--- src/rtl/spi_xe_pkg.sv ---
package spi_xe_pkg;

  typedef enum logic [2:0] {
    PH_IDLE  = 3'd0,
    PH_CMD   = 3'd1,
    PH_ADDR  = 3'd2,
    PH_WDATA = 3'd3,
    PH_DUMMY = 3'd4,
    PH_RDATA = 3'd5,
    PH_DONE  = 3'd6
  } phase_t;

  // decoded transaction description
  typedef struct packed {
    logic       op_en;
    logic [2:0] alen;
    logic [4:0] wlen;
    logic [2:0] dlen;
    logic [4:0] rlen;
    logic [1:0] bpck;
  } xcfg_t;

  function automatic xcfg_t decode_cfg(logic [31:0] c);
    xcfg_t d;
    d.op_en = c[10];
    d.alen  = c[13:11];
    d.wlen  = c[20:16];
    d.dlen  = c[23:21];
    d.rlen  = c[28:24];
    d.bpck  = c[7:6];
    return d;
  endfunction

  function automatic logic [4:0] phase_len(phase_t ph, xcfg_t d);
    case (ph)
      PH_CMD:   return {4'd0, d.op_en};
      PH_ADDR:  return (d.alen <= 3'd4) ? {2'd0, d.alen} : 5'd0;
      PH_WDATA: return d.wlen;
      PH_DUMMY: return {2'd0, d.dlen};
      PH_RDATA: return d.rlen;
      default:  return 5'd0;
    endcase
  endfunction

  // first non-empty phase after cur, or DONE
  function automatic phase_t next_phase(phase_t cur, xcfg_t d);
    phase_t r;
    r = PH_DONE;
    for (int p = 5; p >= 1; p--) begin
      if (p > int'(cur) && phase_len(phase_t'(3'(p)), d) != 5'd0)
        r = phase_t'(3'(p));
    end
    return r;
  endfunction

endpackage

--- src/rtl/spi_xe_seq.sv ---
module spi_xe_seq
  import spi_xe_pkg::*;
(
  input  logic         clk,
  input  logic         rst,
  input  logic         start,
  input  logic         ack,
  input  xcfg_t        xcfg,
  output phase_t       ph_o,
  output logic [4:0]   cnt_o,
  output logic [2:0]   chunk_o,
  output logic         req_o
);

  phase_t     ph;
  logic [4:0] cnt;
  logic [2:0] chunk;
  logic [4:0] len;
  logic [3:0] per_byte;
  logic [2:0] last_chunk;
  logic       byte_end;

  assign len        = phase_len(ph, xcfg);
  assign per_byte   = 4'd8 >> xcfg.bpck;
  assign last_chunk = 3'(per_byte - 4'd1);
  assign byte_end   = (ph != PH_DUMMY) || (chunk == last_chunk);

  always_ff @(posedge clk) begin
    if (rst) begin
      ph    <= PH_IDLE;
      cnt   <= '0;
      chunk <= '0;
    end else begin
      case (ph)
        PH_IDLE: begin
          cnt   <= '0;
          chunk <= '0;
          if (start) ph <= next_phase(PH_IDLE, xcfg);
        end
        PH_DONE: ph <= PH_IDLE;
        default: begin
          if (ack) begin
            if (!byte_end) begin
              chunk <= chunk + 3'd1;
            end else begin
              chunk <= '0;
              if (cnt == len - 5'd1) begin
                cnt <= '0;
                ph  <= next_phase(ph, xcfg);
              end else begin
                cnt <= cnt + 5'd1;
              end
            end
          end
        end
      endcase
    end
  end

  assign ph_o    = ph;
  assign cnt_o   = cnt;
  assign chunk_o = chunk;
  assign req_o   = (ph != PH_IDLE) && (ph != PH_DONE);

  AST_CHUNK_OUTSIDE_DUMMY: assert property (@(posedge clk) disable iff (rst)
    (ph != PH_DUMMY) |-> (chunk == 3'd0));
  AST_CNT_IN_PHASE: assert property (@(posedge clk) disable iff (rst)
    req_o |-> (cnt < len));

endmodule

--- src/rtl/spi_xe_txmux.sv ---
module spi_xe_txmux
  import spi_xe_pkg::*;
#(
  parameter int NW = 4,
  parameter int DW = 32
) (
  input  phase_t           ph,
  input  logic [4:0]       cnt,
  input  logic [2:0]       chunk,
  input  logic [2:0]       alen,
  input  logic [1:0]       bpck,
  input  logic [31:0]      cmd,
  input  logic [31:0]      addr,
  input  logic [NW*DW-1:0] dout,
  output logic [7:0]       tx,
  output logic [3:0]       bits
);

  localparam int NB = NW * DW / 8;

  logic [1:0]  abyte;
  logic [7:0]  dsrc;
  logic [3:0]  bpc;
  logic [2:0]  shift;
  logic [7:0]  mask;
  int          widx;

  always_comb begin
    abyte = 2'(alen - 3'd1 - cnt[2:0]);
    widx  = (int'(cnt) < NB) ? int'(cnt) : (NB - 4 + int'(cnt[1:0]));
    bpc   = 4'd1 << bpck;
    shift = 3'(chunk << bpck);
    mask  = 8'((16'd1 << bpc) - 16'd1);
    case (cnt)
      5'd0:    dsrc = cmd[15:8];
      5'd1:    dsrc = cmd[23:16];
      default: dsrc = cmd[31:24];
    endcase
    bits = 4'd8;
    case (ph)
      PH_CMD:   tx = cmd[7:0];
      PH_ADDR:  tx = addr[abyte*8 +: 8];
      PH_WDATA: tx = dout[widx*8 +: 8];
      PH_DUMMY: begin
        tx   = (dsrc >> shift) & mask;
        bits = bpc;
      end
      default:  tx = 8'd0;
    endcase
  end

endmodule

--- src/rtl/spi_xe_rxstore.sv ---
module spi_xe_rxstore #(
  parameter int NW = 4,
  parameter int DW = 32
) (
  input  logic             clk,
  input  logic             rst,
  input  logic             we,
  input  logic [4:0]       idx,
  input  logic [7:0]       rx,
  output logic [NW*DW-1:0] din
);

  localparam int NB = NW * DW / 8;

  always_ff @(posedge clk) begin
    if (rst) begin
      din <= '0;
    end else if (we) begin
      for (int b = 0; b < NB; b++) begin
        if (int'(idx) == b) din[b*8 +: 8] <= rx;
      end
    end
  end

  AST_RX_INDEX_STORED: assert property (@(posedge clk) disable iff (rst)
    we |-> (int'(idx) < NB));

endmodule

--- src/rtl/spi_xact_engine.sv ---
module spi_xact_engine
  import spi_xe_pkg::*;
#(
  parameter int NW   = 4,
  parameter int DW   = 32,
  parameter int DEVW = 2
) (
  input  logic                 clk,
  input  logic                 rst,
  input  logic                 exec_i,
  input  logic [31:0]          cfg_i,
  input  logic [31:0]          cmd_i,
  input  logic [31:0]          addr_i,
  input  logic [NW*DW-1:0]     dout_i,
  input  logic                 swcs_i,
  input  logic [DEVW-1:0]      devnum_i,
  input  logic                 rdy_ie_i,
  input  logic                 rdy_clr_i,
  input  logic                 xfer_ack_i,
  input  logic [7:0]           xfer_rx_i,
  output logic                 xfer_req_o,
  output logic [7:0]           xfer_tx_o,
  output logic [3:0]           xfer_bits_o,
  output logic [NW*DW-1:0]     din_o,
  output logic                 busy_o,
  output logic                 rdy_o,
  output logic                 irq_o,
  output logic [(1<<DEVW)-1:0] cs_n_o
);

  localparam int NCS = 1 << DEVW;
  localparam int NB  = NW * DW / 8;

  xcfg_t      xcfg;
  phase_t     ph;
  logic [4:0] cnt;
  logic [2:0] chunk;
  logic       start;
  logic       rx_we;
  logic       busy_q, rdy_q, swcs_q;
  logic [NCS-1:0] cs_n_q;
  logic       unused_cfg;

  assign xcfg       = decode_cfg(cfg_i);
  assign unused_cfg = ^{cfg_i[31:29], cfg_i[9:8], cfg_i[5:0]};
  assign start      = exec_i && !busy_q;
  assign rx_we      = xfer_ack_i && (ph == PH_RDATA) && (int'(cnt) < NB);

  spi_xe_seq u_seq (
    .clk     (clk),
    .rst     (rst),
    .start   (start),
    .ack     (xfer_ack_i),
    .xcfg    (xcfg),
    .ph_o    (ph),
    .cnt_o   (cnt),
    .chunk_o (chunk),
    .req_o   (xfer_req_o)
  );

  spi_xe_txmux #(.NW(NW), .DW(DW)) u_txmux (
    .ph    (ph),
    .cnt   (cnt),
    .chunk (chunk),
    .alen  (xcfg.alen),
    .bpck  (xcfg.bpck),
    .cmd   (cmd_i),
    .addr  (addr_i),
    .dout  (dout_i),
    .tx    (xfer_tx_o),
    .bits  (xfer_bits_o)
  );

  spi_xe_rxstore #(.NW(NW), .DW(DW)) u_rxstore (
    .clk (clk),
    .rst (rst),
    .we  (rx_we),
    .idx (cnt),
    .rx  (xfer_rx_i),
    .din (din_o)
  );

  always_ff @(posedge clk) begin
    if (rst) begin
      busy_q <= 1'b0;
      rdy_q  <= 1'b0;
      swcs_q <= 1'b0;
      cs_n_q <= '1;
    end else begin
      if (start) begin
        busy_q <= 1'b1;
        swcs_q <= swcs_i;
        if (swcs_i) cs_n_q <= ~(NCS'(1) << devnum_i);
      end else if (ph == PH_DONE) begin
        busy_q <= 1'b0;
        if (swcs_q) cs_n_q <= '1;
      end
      if (ph == PH_DONE)  rdy_q <= 1'b1;
      else if (rdy_clr_i) rdy_q <= 1'b0;
    end
  end

  assign busy_o = busy_q;
  assign rdy_o  = rdy_q;
  assign irq_o  = rdy_q && rdy_ie_i;
  assign cs_n_o = cs_n_q;

  AST_BUSY_ONLY_FROM_EXEC: assert property (@(posedge clk) disable iff (rst)
    $rose(busy_q) |-> $past(exec_i));
  AST_CS_AT_MOST_ONE: assert property (@(posedge clk) disable iff (rst)
    $onehot0(~cs_n_q));
  AST_CS_HIGH_WHEN_IDLE: assert property (@(posedge clk) disable iff (rst)
    !busy_q |-> (&cs_n_q));
  AST_DONE_STATUS: assert property (@(posedge clk) disable iff (rst)
    (ph == PH_DONE) |=> (rdy_q && !busy_q));
  AST_REQ_NEEDS_BUSY: assert property (@(posedge clk) disable iff (rst)
    xfer_req_o |-> busy_q);
  AST_CHUNK_WIDTH_LEGAL: assert property (@(posedge clk) disable iff (rst)
    xfer_req_o |-> ($countones(xfer_bits_o) == 1));

endmodule

--- config.mk ---
export PLATFORM = sky130hd
export DESIGN_NAME = spi_xact_engine
export DESIGN_NICKNAME = d
export VERILOG_FILES = /design/src/rtl/spi_xe_pkg.sv /design/src/rtl/spi_xe_seq.sv /design/src/rtl/spi_xe_txmux.sv /design/src/rtl/spi_xe_rxstore.sv /design/src/rtl/spi_xact_engine.sv
export SDC_FILE = /design/constraint.sdc
export NUM_CORES = 1
export LEC_CHECK = 0
export BUFFER_PORTS_ARGS = -buffer_cell sky130_fd_sc_hd__buf_4
export CAP_MARGIN = 20
export CELL_PAD_IN_SITES_DETAIL_PLACEMENT = 1
export CELL_PAD_IN_SITES_GLOBAL_PLACEMENT = 2
export CORE_ASPECT_RATIO = 0.5
export CORE_MARGIN = 3
export CORE_UTILIZATION = 28
export DETAILED_ROUTE_END_ITERATION = 8
export GPL_TIMING_DRIVEN = 1
export PLACE_DENSITY_LB_ADDON = 0.1
export SLEW_MARGIN = 10
export SYNTH_ARGS = -nofsm -noshare
export SYNTH_HDL_FRONTEND = slang
export SYNTH_HIERARCHICAL = 1
export SYNTH_SLANG_ARGS = --single-unit
--- constraint.sdc ---
create_clock -name clk -period 3.5 [get_ports clk]
set_clock_uncertainty 0.1 [all_clocks]
set_input_delay 0.7 -clock clk [delete_from_list [all_inputs] [get_ports clk]]
set_output_delay 0.7 -clock clk [all_outputs]
set_load 0.01 [all_outputs]
After elaboration in Yosys (flattened, before gate mapping)
Cells that the tools add are included.

word-level totals
  flip-flop bits (word level) = 146
  word-level logic and storage cells = 208

operators by class
  add/sub/neg operators = 8
  $lt $le $gt $ge = 7
  equality and inequality tests = 28
  shifts and indexed selects = 8
  multiplexer cells = 76
  bitwise logic cells = 3
  reduce and logical (&&, ||, !) cells = 55

operator list
  cell                 count
  $mux 5               44
  $shiftx 128x32->8    1
  $reduce_bool 5->1    10
  $eq 5x5->1 const B   8
  $mux 3               13
  $reduce_and 2->1     17
  $pmux 8 s4           1
  $shiftx 32x6->8      1
  $pmux 5 s5           1
  $eq 5x4->1 const B   4
  $mux 4               5
  $pmux 8 s2           1
  $pmux 3 s2           2
  $reduce_bool 3->1    4
  $eq 5x3->1 const B   2
  $logic_and 1x1->1    10
  $logic_not 5->1      2
  $pmux 5 s2           1
  $reduce_bool 2->1    5
  $eq 3x3->1 const B   3
  $and 8x8->8          1
  $mux 2               4
  $shl 1x2->4 const A  2
  $shl 1x4->8 const A  1
  other kinds (33)     42

Depth between registers and ports, before layout
Gate-level depths: netlist (run 1).

  depth after elaboration = 21
  gate-level depth with buffers = 11

Hierarchy
Netlist (run 1), hierarchy kept.

modules (own cells, without submodules)
  module           times used  cells each  area each (um^2)  sequential area each (um^2)
  spi_xe_rxstore   1           457         5,078.6           2,562.5
  spi_xe_txmux     1           185         1,968.1           0.0
  spi_xe_seq       1           140         1,184.9           220.2
  spi_xact_engine  1           36          356.6             140.1

Worst setup path after synthesis (run 1)
OpenSTA, ideal clock, no wires.

  kind = reg-to-output
  start point = reg u_seq.cnt[0] (netlist: u_seq/cnt_o[0])
  end point = out xfer_tx_o[1]
  arrival time = 2,442 ps
  required time = 2,700 ps
  slack = 258 ps
  stages on the path, launching flop included = 12
  buffers on the path = 4
  path through = dfxtp_1 > buf_2 > buf_6 > buf_4 > inv_1 > ha_1 > xnor3_1 > buf_2 > mux2i_1 > nor2_1 > a221oi_1 > o211ai_1

between the ends
  longest elaborated chain between the ends = 5
  elaborated cells on any way between the ends = 12
  classes of those cells = add/sub (2); order compare (1); eq/ne (1); shift (3); mux (3); bitwise (1); reduce/logical (1)

ends and longest elaborated chain
  what                                                                 line                   text
  start, declared                                                      spi_xe_seq.sv:16       logic [4:0] cnt;
  start signal, assigned                                               spi_xe_seq.sv:51       cnt <= cnt + 5'd1;
  parallel branches: the longest is 4 deep, another holds $add 4x2->5  --
  $pmux 8 s4 (*)                                                       spi_xe_txmux.sv:40     case (ph)
  end, declared                                                        spi_xact_engine.sv:22  output logic [7:0] xfer_tx_o,

Mark *: on every way between the ends.

Worst setup path in the final report (run 1)
  start point = reg u_seq.cnt[0] (netlist: u_seq/cnt_o[0])
  end point = out xfer_tx_o[0]

The elaborated chain is that of the path after synthesis.

==> summary.txt, run 1 <==
Clocking
  • CTS Sinks: 146
  • CTS clk-pin slew, worst paths: 0.06 ns
  • CTS max path bufs: 2
  • CTS tree: done
  • CTS root buf: clkbuf_16
  • Num CTS Buffers: 17
  • Htree depth: 4
  • # hold bufs at CTS: 0
  • Worst-Skew Late Latency: 0.42 ns

Setup path
  • CP max FO: 20
  • FF-to-FF Start: u_seq/ph_o[2]
  • Crit-path cells: buf_12 > mux4_2 > mux4_2 > a21oi_1 > o31ai_1 > buf_4
  • Element type at the critical path end: output pin
  • Setup CP Type: reg -> out
  • CP Data Required Time: 2.70 ns
  • Crit path DAT: 2.60 ns
  • Reg2reg end: u_seq/cnt_o[2]
  • Max incr delay on CP: 0.54 ns
  • Worst R2R Setup Slack: 0.44 ns
  • Crit path top cell by count: mux4_2
  • Critical-path top delay cell: mux4_2
  • Startpoint types: register
  • R2R depth: 9

Timing
  • Fin. max-slew vios: 0
  • Slew margin rel.: 0.375
  • Tightest Pin Transition: 0.938 ns
  • TNS Setup: 0 ns
  • Maximum operating frequency: 294 MHz
  • Final Hold Fails: 0
  • Final period utilization: 0.971
  • Worst Hold Margin: 0.379 ns
  • Period minus WS final: 3.40 ns
  • RSZ-0062 raised after global routing: true
  • Setup-failing EPs final: 0

Pwr
  • Sw Ratio: 0.332
  • Int Pwr: 4.02 mW
  • Combinational Power Share: 0.401
  • PwrDens: 482 mW/mm^2
  • Clock share of power: 0.305
  • Seq pwr share: 0.295
  • Pleak: 5.97 nW
  • VDD IR max: 0.000264 V
  • Switch Pwr: 2.00 mW

Finish
  • Area grow syn2layout: 45.2%
  • Multi-input logic area: 0.00533 mm^2
  • Post-layout instance area: 0.0125 mm^2
  • Reg area: 0.00293 mm^2
  • Final Net Count: 1,425
  • Ant diodes: 0
  • Ratio of cells with drive above 1 in the final layout: 0.452
  • Fillers: 3,326

Synthesis
  • XOR/XNOR share of the synthesized area: 0.0138
  • Fraction of the mapped netlist area in compound gates: 0.0778
  • Seq/Total Area, Yosys: 0.340
  • Combinational family with the most area after synthesis: multiplexers
  • Post-synth top area share: 0.340
  • Post-synthesis mux area share: 0.313
  • Number of enable flip-flop cells after synthesis: 0
  • Cell variety after synth: 89
  • Post-Synth Simple-Gate Area: 0.205
  • Area contributors post-synth: dfxtp_1, mux2i_1, mux4_2
  • Yosys top cell by area: dfxtp_1
  • YS warnings: 6
  • Post-synthesis net count: 1,065
  • Syn_area_per_cell: 10.5 um^2
  • Synth Cell Area: 0.00859 mm^2
  • Post-synthesis adder-cell area fraction: 0.00874
  • Mapped Cells: 818
  • Top_reg_cell synth: dfxtp_1
  • Asr flop ratio synth: 0
  • Yosys reg bits: 146

Floorplanning
  • Die area: 0.0329 mm^2
  • Row count: 44
  • Die H: 130 um
  • Initial Util: 0.291
  • Core area: 0.0296 mm^2
  • Die Width: 254 um
  • IO Pins: 389

Global routing
  • Largest net degree at the start of global routing: 101
  • GRT met2 Usage: 0.380
  • Grt peak-use layer: met2
  • Vias in the first global route: 8,483
  • Met3 Use GR: 0.0590
  • Grt ovf: 0
  • Tot GR Track Use: 0.200
  • Global-route wire length before repair: 50.5 mm
  • M1 GR Usage: 0.224
  • Initial antenna violation count: 0

Drt
  • Initial DRC count: 267
  • First-pass iteration count of the detailed router: 4
  • DR vias/cell: 4.81
  • Drt drc: 0
  • Vias after detailed routing: 7,617
  • WL final: 33.6 mm
  • WL/cell: 21.3 um
  • Antenna-violating nets left: 0

Placement
  • Post-DP Area: 0.0118 mm^2
  • HPWL Detailed: 26.2 mm
  • Buffers added on ports: 375
  • Gpl congestion: 0.841

Worst hold path
  • Hold path depth: 2
  • Worst Hold Class: reg -> reg
  • Min-Delay Startpoint: u_rxstore/din[26]
  • WHS Endpoint: u_rxstore/din[26]

Status
  • Status: finished clean

Run
  • Max-capacitance violation count: 0
-- Yosys cell counts, drive strengths merged, types with 4 or more instances --
master  count
clkbuf     34
mux4       40
nand3      10
o211ai      4
a21oi      20
nor2       26
xor2        4
o32ai       4
nor4b       7
buf        29
o311ai      4
mux2       15
nor3        7
xnor2       7
a221oi      8
o22ai       4
nand2b    142
ha          6
inv         9
a211oi      4
nand2      34
and2        6
nor2b       6
mux2i     161
dfxtp     146
o21ai       6
nor3b      10
-- how the worst max path moves through the flow --
stage                         startpoint  slack (ns)           end  cells after the start
final                     u_seq/cnt_o[0]        0.10  xfer_tx_o[0]                      6
after detailed placement        cfg_i[6]        0.24  xfer_tx_o[0]                      7
after CTS                 u_seq/cnt_o[0]        0.04  xfer_tx_o[3]                      7
after global routing      u_seq/cnt_o[0]      -0.004  xfer_tx_o[4]                      6
after floorplan           u_seq/cnt_o[0]        0.26  xfer_tx_o[1]                     11
after global placement          cfg_i[6]        0.28  xfer_tx_o[0]                      7
-- power by group through the flow --
stage                     Clock, mW  Combinational (mW)  Sequential, mW
after detailed placement          0                2.41            1.80
final                          1.83                2.41            1.77
after CTS                      1.89                2.43            1.77
after floorplan                   0                1.59            1.79
after global placement            0                2.39            1.80
after global routing           1.96                2.62            1.78
-- per-stage QoR --
stage | utilization | std cells | worst slack, ns | power, mW
3_3_place_gp | 0.400 | 1549 | 0.277 | 4.20
3_5_place_dp | 0.400 | 1549 | 0.237 | 4.21
5_1_grt | 0.422 | 1582 | -0.00357 | 6.36
6_report | 0.422 | 1582 | 0.102 | 6.02
2_1_floorplan | - | 818 | 0.258 | 3.38
4_1_cts | 0.421 | 1581 | 0.0422 | 6.08
-- flip-flops by register name, indices dropped and copies added (netlist names) --
register,count
u_rxstore/din,128
u_seq/cnt_o,5
cs_n_o,4
u_seq/chunk_o,3
u_seq/ph_o,3
busy_o,1
rdy_o,1
swcs_q,1
-- layout by cell type, fill, tap and decap left out, drive strengths merged, types with 7 or more instances in the layout --
| cell | instances |
|---|---|
| buf | 404 |
| nor3b | 10 |
| xnor2 | 7 |
| mux2 | 15 |
| nand2 | 34 |
| a21oi | 20 |
| mux4 | 40 |
| mux2i | 161 |
| inv | 10 |
| clkbuf | 21 |
| a221oi | 8 |
| nand3 | 10 |
| nand2b | 142 |
| nor4b | 7 |
| nor2 | 26 |
| nor3 | 7 |
| dfxtp | 146 |
-- metal layers --
metal / up-vias / wire [um]
li1: 3689 / -
met2: 162 / 17800
met4: 0 / 345
met5: - / 0
met1: 3744 / 13500
met3: 22 / 2020
-- repair_timing --
action                     in CTS  in global routing
gates resized for setup         1                  5
cloned                          0                  1
setup endpoints to repair       1                  4
setup buffers                   0                  0
pin swaps                       0                  1
-- critical path: cells and delay by family (launching register included) --
kind / cells / cell delay (ns)
muxes: 2 / 1.01
DFF: 1 / 0.38
buffers and inverters: 2 / 0.36
AOI/OAI and AO/OA: 2 / 0.40
-- area by class of cell --
cell class,count,area share
Tap cell,391,0.0392
Inverter,9,0.00271
Clock buffer,20,0.0366
Clock inverter,12,0.0105
Sequential cell,146,0.235
Timing Repair Buffer,405,0.248
Multi-Input combinational cell,599,0.428
-- cell families (layout without fill, tap and decap cells) --
family | after synthesis | count (layout)
AOI/OAI and AO/OA | 86 | 86
DFF | 146 | 146
and+or+nand+nor | 279 | 279
adders and majority gates | 6 | 6
muxes | 216 | 216
xor gates and xnor gates | 12 | 12
buffers and inverters | 73 | 446
(Power assumes the default switching activity.)
==> run 2, diff against run 1 <==
CORE_MARGIN = default   (was 3)
SETUP_SLACK_MARGIN = 0.05   (was default)
==> summary.txt, run 2 (synthesis gave the netlist of run 1 again) <==
Status
  • Status: finished clean (unchanged)

Pwr
  • Int Pwr: 4.23 mW (was 4.02 mW)
  • Switch Pwr: 2.04 mW (was 2.00 mW)
  • Overall power: 6.27 mW (was 6.02 mW)
  • PwrDens: 497 mW/mm^2 (was 482 mW/mm^2)
  • Seq pwr share: 0.283 (was 0.295)
  • VDD IR max: 0.000249 V (was 0.000264 V)
  • Clock share of power: 0.314 (was 0.305)
  • Pleak: 6.06 nW (was 5.97 nW)
  • Sw Ratio: 0.326 (was 0.332)
  • Combinational Power Share: 0.403 (was 0.401)

Timing
  • Final WS setup: 0.119 ns (was 0.102 ns)
  • RSZ-0062 raised after global routing: true (unchanged)
  • Period minus WS final: 3.38 ns (was 3.40 ns)
  • Slew margin rel.: 0.427 (was 0.375)
  • Maximum operating frequency: 296 MHz (was 294 MHz)
  • Worst Hold Margin: 0.377 ns (was 0.379 ns)
  • Final period utilization: 0.966 (was 0.971)
  • Setup-failing EPs final: 0 (unchanged)
  • Tightest Pin Transition: 0.860 ns (was 0.938 ns)
  • Fin. max-slew vios: 0 (unchanged)
  • Final Hold Fails: 0 (unchanged)
  • TNS Setup: 0 ns (unchanged)

Finish
  • Biggest register: u_rxstore/din (unchanged)
  • Commonest non-fill, non-tap cells in the layout: buf_4, mux2i_1, dfxtp_1, nand2b_1, mux4_2 (unchanged)
  • Max reg flops: 128 (unchanged)
  • Ant diodes: 0 (unchanged)
  • Ratio of cells with drive above 1 in the final layout: 0.458 (was 0.452)
  • Final Net Count: 1,435 (was 1,425)
  • Commonest non-fill, non-tap cell in the layout: buf_4 (unchanged)
  • Fillers: 3,289 (was 3,326)
  • Area grow syn2layout: 47.0% (was 45.2%)
  • Post-layout instance area: 0.0126 mm^2 (was 0.0125 mm^2)

Placement
  • Post-DP Area: 0.0119 mm^2 (was 0.0118 mm^2)
  • Place WS: 0.214 ns (was 0.237 ns)
  • Buffers added on ports: 375 (unchanged)
  • Gpl congestion: 0.822 (was 0.841)
  • HPWL Detailed: 25.0 mm (was 26.2 mm)

Global routing
  • Initial antenna violation count: 0 (unchanged)
  • Vias in the first global route: 8,509 (was 8,483)
  • Global-route wire length before repair: 49.4 mm (was 50.5 mm)
  • Grt ovf: 0 (unchanged)
  • Tot GR Track Use: 0.204 (was 0.200)
  • Largest net degree at the start of global routing: 70 (was 101)

Drt
  • Antenna-violating nets left: 0 (unchanged)
  • Drt drc: 0 (unchanged)
  • Initial DRC count: 272 (was 267)
  • WL/cell: 20.3 um (was 21.3 um)
  • Vias after detailed routing: 7,696 (was 7,617)
  • First-pass iteration count of the detailed router: 4 (unchanged)
  • WL final: 32.3 mm (was 33.6 mm)
  • DR vias/cell: 4.84 (was 4.81)

Setup path
  • CP Data Required Time: 2.70 ns (about the same)
  • Worst R2R Setup Slack: 0.57 ns (was 0.44 ns)
  • Element type at the critical path end: output pin (unchanged)
  • R2R depth: 10 (was 9)
  • Setup CP Type: reg -> out (unchanged)
  • Crit path DAT: 2.58 ns (was 2.60 ns)
  • CP max FO: 14 (was 20)
  • Reg2reg end: u_seq/cnt_o[2] (unchanged)
  • FF-to-FF Start: u_seq/ph_o[0] (was u_seq/ph_o[2])
  • Startpoint types: register (unchanged)

Floorplanning
  • Row count: 44 (unchanged)
  • IO Pins: 389 (unchanged)
  • Initial Util: 0.291 (unchanged)
  • Die H: 126 um (was 130 um)
  • Die Width: 250 um (was 254 um)
  • Die area: 0.0314 mm^2 (was 0.0329 mm^2)
  • Core area: 0.0296 mm^2 (unchanged)

Run
  • Max-capacitance violation count: 0 (unchanged)

Worst hold path
  • Min-Delay Startpoint: u_rxstore/din[53] (was u_rxstore/din[26])
  • WHS Endpoint: u_rxstore/din[53] (was u_rxstore/din[26])
  • Worst Hold Class: reg -> reg (unchanged)
  • Hold path depth: 2 (unchanged)

Clocking
  • CTS Sinks: 146 (unchanged)
  • CTS root buf: clkbuf_16 (unchanged)
  • Htree depth: 4 (unchanged)
  • Num CTS Buffers: 17 (unchanged)
  • CTS max path bufs: 2 (unchanged)
  • CTS clk-pin slew, worst paths: 0.06 ns (about the same)
  • CTS tree: done (unchanged)
  • Worst-Skew Late Latency: 0.41 ns (was 0.42 ns)
run 2: cell types whose count changed in the layout (fill, tap and decap cells not counted), sizes merged:
cell	previous run	this run
buf	404	414
bufbuf	0	1
bufinv	2	4
clkbuf	21	18
clkinv	5	1
clkinvlp	4	3
inv	10	14
run 2: worst max path at each step:
| stage | from | cells after the start | endpoint |
|---|---|---|---|
| 6_report | u_seq/cnt_o[0] | 6 | xfer_tx_o[4] |
| 5_1_grt | u_seq/cnt_o[4] | 7 | xfer_tx_o[0] |
| 4_1_cts | u_seq/cnt_o[0] | 6 | xfer_tx_o[0] |
| 3_5_place_dp | cfg_i[6] | 7 | xfer_tx_o[0] |
| 3_3_place_gp | cfg_i[6] | 7 | xfer_tx_o[0] |
| 2_1_floorplan | u_seq/cnt_o[0] | 11 | xfer_tx_o[1] |
run 2: repair_timing:
item,4_1_cts,5_1_grt
buffers inserted,1,9
hold buffers,0,0
gates resized for setup,4,6
pin swaps,0,0
setup endpoints to repair,8,5
gates cloned,1,0
run 2: layout make-up:
type | count | area, um^2 | share of cell area
clock buffer | 18 | 429 | 0.0340
clock inverter | 13 | 200 | 0.0159
inverter | 9 | 33.8 | 0.00268
multi-input combinational | 599 | 5350 | 0.424
sequential | 146 | 2930 | 0.232
tap | 391 | 489 | 0.0387
timing repair buffer | 415 | 3190 | 0.253
run 2: per-layer routing:
metal / routed length (um) / GRT usage / vias up
met5: 0 / 0 / -
met4: 223 / 0.0349 / 0
met3: 1670 / 0.0515 / 16
met2: 16900 / 0.381 / 155
met1: 13600 / 0.236 / 3812
li1: - / - / 3713
run 2: power groups by stage:
| stage | combinational (mW) | clock, mW | sequential (mW) |
|---|---|---|---|
| floorplan | 1.59 | 0 | 1.79 |
| global placement | 2.39 | 0 | 1.83 |
| detailed placement | 2.40 | 0 | 1.83 |
| CTS | 2.47 | 2.03 | 1.78 |
| global route | 2.72 | 2.09 | 1.78 |
| finish | 2.53 | 1.97 | 1.77 |
run 2: critical path: stages, from the launching register on:
cell and delay [ns]:
dfxtp_4 0.43, buf_12 0.17, mux4_2 0.52, mux4_2 0.49, a221oi_2 0.27, o21ai_1 0.12
buf_4 0.17
run 2: stage by stage:
stage | utilization | std cells
global placement | 0.401 | 1549
CTS | 0.424 | 1582
finish | 0.427 | 1591
global route | 0.427 | 1591
floorplan | - | 818
detailed placement | 0.401 | 1549
